`config.mk`:
```
export PLATFORM = sky130hd
export DESIGN_NAME = dac_sfc_ctrl
export DESIGN_NICKNAME = d
export VERILOG_FILES = /design/src/rtl/sfc_pkg.sv /design/src/rtl/sfc_cmd_decode.sv /design/src/rtl/sfc_busy_timer.sv /design/src/rtl/sfc_chan_regs.sv /design/src/rtl/dac_sfc_ctrl.sv
export SDC_FILE = /design/constraint.sdc
export NUM_CORES = 1
export LEC_CHECK = 0
export CORE_MARGIN = 4
export CORE_UTILIZATION = 60
export DETAILED_ROUTE_END_ITERATION = 16
export PLACE_DENSITY = 0.88
export SLEW_MARGIN = 10
export SYNTH_ARGS = -nofsm -noshare
export SYNTH_HDL_FRONTEND = slang
export SYNTH_SLANG_ARGS = --single-unit
```
`constraint.sdc`:
```
create_clock -name clk -period 7.5 [get_ports clk]
set_clock_uncertainty 0.1 [all_clocks]
set_input_delay 1.5 -clock clk [delete_from_list [all_inputs] [get_ports clk]]
set_output_delay 1.5 -clock clk [all_outputs]
set_load 0.01 [all_outputs]
```
`src/rtl/sfc_pkg.sv`:
```
// Package: shared function codes and operation kinds for the special-function
// controller. Assumes a 5-bit function field and a 2-bit class selector.
package sfc_pkg;
    localparam logic [4:0] FN_NOP     = 5'b00000;
    localparam logic [4:0] FN_SETCODE = 5'b00001;
    localparam logic [4:0] FN_CLEAR   = 5'b00010;
    localparam logic [4:0] FN_PDOWN   = 5'b01000;
    localparam logic [4:0] FN_PUP     = 5'b01001;
    localparam logic [4:0] FN_RESET   = 5'b01111;

    typedef enum logic [1:0] {
        OP_IDLE  = 2'd0,
        OP_CLEAR = 2'd1,
        OP_PUP   = 2'd2,
        OP_RESET = 2'd3
    } op_e;

    typedef struct packed {
        logic setcode;
        logic clear;
        logic pdown;
        logic pup;
        logic reset;
    } fn_t;
endpackage

```
`src/rtl/sfc_cmd_decode.sv`:
```
// Module: combinational decode of a command word into one-hot function strobes.
// Assumes: only selector 00 is owned here; NOP and unknown codes yield no strobe.
module sfc_cmd_decode
    import sfc_pkg::*;
(
    input  logic       valid,
    input  logic [1:0] sel,
    input  logic [4:0] addr,
    output fn_t        fn
);
    logic own;
    assign own = valid && (sel == 2'b00);

    // Map the function field to its strobe.
    always_comb begin
        fn         = '0;
        fn.setcode = own && (addr == FN_SETCODE);
        fn.clear   = own && (addr == FN_CLEAR);
        fn.pdown   = own && (addr == FN_PDOWN);
        fn.pup     = own && (addr == FN_PUP);
        fn.reset   = own && (addr == FN_RESET);
    end
endmodule

```
`src/rtl/sfc_busy_timer.sv`:
```
// Module: holds an operation active for a duration chosen by its kind.
// Assumes: start only arrives while inactive; every duration is at least 1.
module sfc_busy_timer
    import sfc_pkg::*;
#(
    parameter int CLR_CYC = 3500,
    parameter int PU_CYC  = 800,
    parameter int RST_CYC = 13500
) (
    input  logic clk,
    input  logic rst_n,
    input  logic start,
    input  op_e  start_op,
    output logic active,
    output op_e  op,
    output logic last
);
    localparam int MAXC = (CLR_CYC > PU_CYC) ?
                          ((CLR_CYC > RST_CYC) ? CLR_CYC : RST_CYC) :
                          ((PU_CYC > RST_CYC) ? PU_CYC : RST_CYC);
    localparam int CW = $clog2(MAXC + 1);

    logic [CW-1:0] cnt;
    logic [CW-1:0] load;

    // Pick the reload value for the requested operation.
    always_comb begin
        case (start_op)
            OP_CLEAR: load = CW'(CLR_CYC - 1);
            OP_PUP:   load = CW'(PU_CYC - 1);
            OP_RESET: load = CW'(RST_CYC - 1);
            default:  load = '0;
        endcase
    end

    assign last = active && (cnt == '0);

    // Count down the active window and drop it after the final cycle.
    always_ff @(posedge clk) begin
        if (!rst_n) begin
            active <= 1'b0;
            op     <= OP_IDLE;
            cnt    <= '0;
        end else if (start) begin
            active <= 1'b1;
            op     <= start_op;
            cnt    <= load;
        end else if (last) begin
            active <= 1'b0;
            op     <= OP_IDLE;
        end else if (active) begin
            cnt <= cnt - 1'b1;
        end
    end
endmodule

```
`src/rtl/sfc_chan_regs.sv`:
```
// Module: per-channel data, gain and offset registers with a one-channel-per-
// cycle sweep loader. Assumes the sweep window lasts at least NCH cycles.
module sfc_chan_regs #(
    parameter int NCH = 32,
    parameter int DW  = 12
) (
    input  logic                   clk,
    input  logic                   rst_n,
    input  logic                   sweep_start,
    input  logic                   sweep_en,
    input  logic                   sweep_dflt,
    input  logic [DW-1:0]          sweep_val,
    input  logic [$clog2(NCH)-1:0] rd_ch,
    output logic [DW-1:0]          rd_data,
    output logic [DW-1:0]          rd_gain,
    output logic [DW-1:0]          rd_offset
);
    localparam int CHW = $clog2(NCH);
    localparam int IW  = CHW + 1;

    logic [IW-1:0] idx;
    logic [DW-1:0] data_q [NCH];
    logic [DW-1:0] gain_q [NCH];
    logic [DW-1:0] offs_q [NCH];

    // Step the sweep index until every channel has been written.
    always_ff @(posedge clk) begin
        if (!rst_n || sweep_start) begin
            idx <= '0;
        end else if (sweep_en && (idx < IW'(NCH))) begin
            idx <= idx + 1'b1;
        end
    end

    for (genvar i = 0; i < NCH; i++) begin : g_ch
        logic hit;
        assign hit = sweep_en && (idx == IW'(i));
        // Load this channel when the sweep reaches it.
        always_ff @(posedge clk) begin
            if (!rst_n) begin
                data_q[i] <= '0;
                gain_q[i] <= '1;
                offs_q[i] <= '0;
            end else if (hit) begin
                data_q[i] <= sweep_val;
                if (sweep_dflt) begin
                    gain_q[i] <= '1;
                    offs_q[i] <= '0;
                end
            end
        end
    end

    assign rd_data   = data_q[rd_ch];
    assign rd_gain   = gain_q[rd_ch];
    assign rd_offset = offs_q[rd_ch];
endmodule

```
`src/rtl/dac_sfc_ctrl.sv`:
```
// Module: top of the special-function controller. Arbitrates hardware clear
// against commands, applies busy and power-down lockouts, keeps the clear code
// and the software power-down flag. Assumes CLR_CYC and RST_CYC >= NCH.
module dac_sfc_ctrl
    import sfc_pkg::*;
#(
    parameter int NCH     = 32,
    parameter int DW      = 12,
    parameter int CLR_CYC = 3500,
    parameter int PU_CYC  = 800,
    parameter int RST_CYC = 13500
) (
    input  logic                   clk,
    input  logic                   rst_n,
    input  logic                   cmd_valid,
    input  logic [1:0]             cmd_sel,
    input  logic [4:0]             cmd_addr,
    input  logic [DW-1:0]          cmd_data,
    input  logic                   hw_clr_n,
    input  logic                   hw_pd,
    input  logic [$clog2(NCH)-1:0] rd_ch,
    output logic                   busy_n,
    output logic                   pd_active,
    output logic [DW-1:0]          clr_code,
    output logic [DW-1:0]          rd_data,
    output logic [DW-1:0]          rd_gain,
    output logic [DW-1:0]          rd_offset
);
    fn_t  fn;
    logic active, last, sw_pd;
    op_e  op, start_op;
    logic take_hw, cmd_ok, go_clear, go_pup, go_reset, start, wr_code;

    sfc_cmd_decode u_dec (
        .valid (cmd_valid),
        .sel   (cmd_sel),
        .addr  (cmd_addr),
        .fn    (fn)
    );

    // Arbitration: hardware clear first, then commands, only while idle.
    assign take_hw  = !active && !pd_active && !hw_clr_n;
    assign cmd_ok   = !active && !take_hw;
    assign go_clear = take_hw || (cmd_ok && fn.clear && !pd_active);
    assign go_pup   = cmd_ok && fn.pup;
    assign go_reset = cmd_ok && fn.reset;
    assign wr_code  = cmd_ok && fn.setcode && !pd_active;
    assign start    = go_clear || go_pup || go_reset;

    // Choose the operation kind handed to the timer.
    always_comb begin
        if (go_reset)      start_op = OP_RESET;
        else if (go_pup)   start_op = OP_PUP;
        else if (go_clear) start_op = OP_CLEAR;
        else               start_op = OP_IDLE;
    end

    sfc_busy_timer #(
        .CLR_CYC (CLR_CYC),
        .PU_CYC  (PU_CYC),
        .RST_CYC (RST_CYC)
    ) u_tmr (
        .clk      (clk),
        .rst_n    (rst_n),
        .start    (start),
        .start_op (start_op),
        .active   (active),
        .op       (op),
        .last     (last)
    );

    // Clear-code register: written by command, zeroed by soft reset.
    always_ff @(posedge clk) begin
        if (!rst_n || go_reset) begin
            clr_code <= '0;
        end else if (wr_code) begin
            clr_code <= cmd_data;
        end
    end

    // Software power-down flag: set by command, cleared by reset or power-up end.
    always_ff @(posedge clk) begin
        if (!rst_n || go_reset) begin
            sw_pd <= 1'b0;
        end else if (last && (op == OP_PUP)) begin
            sw_pd <= 1'b0;
        end else if (cmd_ok && fn.pdown) begin
            sw_pd <= 1'b1;
        end
    end

    assign pd_active = sw_pd || hw_pd;
    assign busy_n    = !active;

    sfc_chan_regs #(
        .NCH (NCH),
        .DW  (DW)
    ) u_regs (
        .clk         (clk),
        .rst_n       (rst_n),
        .sweep_start (start),
        .sweep_en    (active && (op == OP_CLEAR || op == OP_RESET)),
        .sweep_dflt  (op == OP_RESET),
        .sweep_val   ((op == OP_RESET) ? '0 : clr_code),
        .rd_ch       (rd_ch),
        .rd_data     (rd_data),
        .rd_gain     (rd_gain),
        .rd_offset   (rd_offset)
    );
endmodule

```
==> flow_metrics.py <==
metrics = {
    "global_routing": {
        "grt_max_degree": 57,
        "grtUsageTotal_pct": 27.34,
        "antenna_found_initial": 1,
        "overflow": 0,
        "grt_pass1_wl_um": 70790,
        "grt_pass1_vias": 12070,
    },
    "final_layout": {
        "layout-drive-gt1-share_pct": 15.73,
        "final_nets": 1448,
        "final_util_pct": 67.92,
        "area_growth_pct": 10.72,
        "diodes": 0,
        "stdcell_count": 1839,
    },
    "route": {
        "routedWlPerCell_um": 25.51,
        "drc_errors": 0,
        "wl_met3_um": 6011,
        "wirelength_um": 46910,
        "ant_nets": 0,
        "drtPass1Iterations": 6,
        "wl_met2_um": 23150,
        "maxUsedRoutingLayer": "met5",
        "viasPerCell": 6.598,
        "first_iter_violations": 1901,
        "vias": 12130,
        "route.layer.met1.wl_um": 16040,
    },
    "power_and_ir_drop": {
        "leakage_uw": 0.006967,
        "peakVddDrop_uv": 146.6,
        "clockPowerShare_pct": 39.5,
        "switching_share_pct": 22.09,
        "comb_power_share_pct": 7.5,
        "power.share.sequential_pct": 53.0,
        "power.density_nw_per_um2": 239.3,
        "power_switching_uw": 1110,
        "p_int_uw": 3914,
    },
    "logic_synthesis": {
        "synth_top_family_by_area": "multiplexers",
        "synth_seq_cells": 420,
        "synth.largest_area_cell": "edfxtp_1",
        "synth_adder_area_share_pct": 0.6599,
        "synth.top_cell.area_share_pct": 60.82,
        "syn_inst": 1394,
        "seq_area_frac_synth_pct": 64.62,
        "synthTopCellsByCount": "nor2_1 (417), edfxtp_1 (384), mux4_2 (108)",
        "synth-main-ff-cell": "edfxtp_1",
        "synth_compound_area_share_pct": 3.253,
        "synth_cell_type_count": 55,
        "synth-async-reset-ratio_pct": 0,
        "synth-simple-area-share_pct": 11.94,
        "synth-xor-area-share_pct": 0.5543,
        "yosysWarnings": 0,
        "synth_most_common_cell": "nor2_1",
        "synth_area_um2": 18960,
        "yosys-top-cells-area": "edfxtp_1 (61%), mux4_2 (13%), nor2_1 (8.3%)",
        "synth_edf_count": 384,
        "synth_area_per_cell_um2": 13.60,
        "synth_mux_area_share_pct": 14.73,
    },
    "worst_setup_path": {
        "critPathLaunch": "rd_ch[0]",
        "cp-start-kind": "input port",
        "cp_num_cells": 7,
        "cp_cell_sequence": "buf_6 > buf_12 > mux4_2 > mux2i_1 > a22oi_1 > o21a_1 > clkdlybuf4s50_1",
        "cp.required_ns": 5.90,
        "reg2reg_to": "u_regs.data_q[2][7]",
        "worstRegToRegCells": 5,
        "r2r_setup_slack_ns": 3.76,
        "worstReg2RegStart": "u_tmr.active",
        "cp_max_fo": 49,
        "crit_path_top_delay_cell": "mux4_2",
        "crit_type": "in -> out",
        "critical_path.top_delay_family": "buffers and inverters",
        "path_buf_inv": 3,
        "end_kind": "output pin",
        "worstSetupEndpoint": "rd_data[7]",
        "critPathMaxStageDelay_ns": 0.55,
        "crit_arrival_ns": 4.37,
    },
    "sta": {
        "slew_violations": 0,
        "rsz0062_at_grt": "no",
        "slew_headroom_pct": 30.67,
        "worstMarginPinSlew_ns": 1.038,
        "hold_viol_final": 0,
        "setup_viol": 0,
        "setup_ws_ns": 1.526,
        "post-route-period-util_pct": 79.65,
        "max_freq_ghz": 0.1674,
        "tns_ns": 0,
        "whs_ns": 0.3929,
        "fin_crit_ns": 5.974,
    },
    "clocking": {
        "clock_latency_ns": 0.53,
        "cts_resized": 0,
        "cts_root_buf": "clkbuf_16",
        "numCtsBuffers": 42,
        "numClockSinks": 420,
        "clk_pin_slew_ns": 0.06,
        "clockBufferDepth": 3,
        "post-cts-setup-buffers": 0,
        "cts_max_level": 2,
        "holdBufCountCts": 0,
        "cts_tree": "done",
    },
    "place": {
        "gp_congestion": 0.8640,
        "dp.cells": 1761,
        "dp_slack_ns": 1.542,
        "hpwl_um": 28250,
        "port_buffers": 54,
    },
    "job": {
        "drv_cap": 0,
    },
    "hold_path": {
        "hp-class": "reg -> reg",
    },
    "floorplan": {
        "dieArea_um2": 34510,
        "die_h_um": 185.8,
        "core_area_um2": 30910,
        "num_rows": 64,
        "initial_utilization_pct": 61.34,
        "die_w_um": 185.8,
        "io_pins": 79,
    },
    "run_status": {
        "outcome": "completed",
    },
}
[worst min-delay path, delay by kind of cell (launching register included)]
family | cells | cell delay (ns)
AOI/OAI and AO/OA | 1 | 0.05
DFF | 1 | 0.34
and+or+nand+nor | 1 | 0.07
[worst min path at each step]
stage | startpoint | end | slack, ns | cells past startpoint
after global placement | u_regs.idx[5] | u_regs.idx[5] | 0.36 | 2
final | u_regs.idx[5] | u_regs.idx[5] | 0.39 | 2
after detailed placement | u_regs.idx[5] | u_regs.idx[5] | 0.37 | 2
after floorplan | u_regs.idx[5] | u_regs.idx[5] | 0.34 | 2
after global routing | u_regs.idx[5] | u_regs.idx[5] | 0.43 | 2
after CTS | u_regs.idx[5] | u_regs.idx[5] | 0.39 | 2
[state kept, by name (all words and copies together), names as in the netlist]
signal         count
u_tmr.cnt         14
u_tmr.op           2
u_tmr.active       1
u_regs.data_q    384
clr_code          12
u_regs.idx         6
sw_pd              1
[through the flow]
step / power (uW) / instance area, um2
finish: 5024 / 20990
global route: 5169 / 20990
CTS: 5030 / 20990
detailed placement: 3077 / 19690
global placement: 3060 / 19690
floorplan: 2948 / 19040
[placed cells by master, fill, tap and decap left out, drive strengths merged, types with 13 or more instances in the layout]
cell and instances:
a21oi 18, a22oi 13, buf 49, clkbuf 53, clkdlybuf4s50 51, clkinv 22, conb 24, dfxtp 36
edfxtp 384, mux2i 36, mux4 108, nand2 36, nand3 33, nor2 417, o21a 13, o21ai 44
[cell families after synthesis]
| logic type | count (synthesis) |
|---|---|
| DFF | 420 |
| muxes | 144 |
| xor gates and xnor gates | 12 |
| other | 2 |
| and+or+nand+nor | 542 |
| AOI/OAI and AO/OA | 101 |
| buffers and inverters | 163 |
| adders and majority gates | 10 |
[per-layer routing]
layer | GRT usage, % | up-vias
met1 | 36.31 | 5944
met3 | 6.977 | 137
met4 | 9.210 | 2
met5 | 0 | -
met2 | 44.79 | 974
li1 | - | 5077
[power by group through the flow]
stage               combinational, uW  clock [uW]  sequential [uW]
floorplan                         255           0             2690
global placement                  361           0             2700
detailed placement                370           0             2710
CTS                               373        2000             2660
global route                      399        2110             2660
finish                            377        1990             2660
[cell type report]
| class | count | area (um2) |
|---|---|---|
| clock buffers | 53 | 1114 |
| clock inverters | 25 | 186.4 |
| fillers | 1916 | 9917 |
| inverters | 12 | 45.04 |
| multi-input cells | 833 | 5996 |
| flip-flops and latches | 420 | 12250 |
| well taps | 396 | 495.5 |
| repair buffers | 100 | 904.6 |
Power figures use the tool's default switching activity.
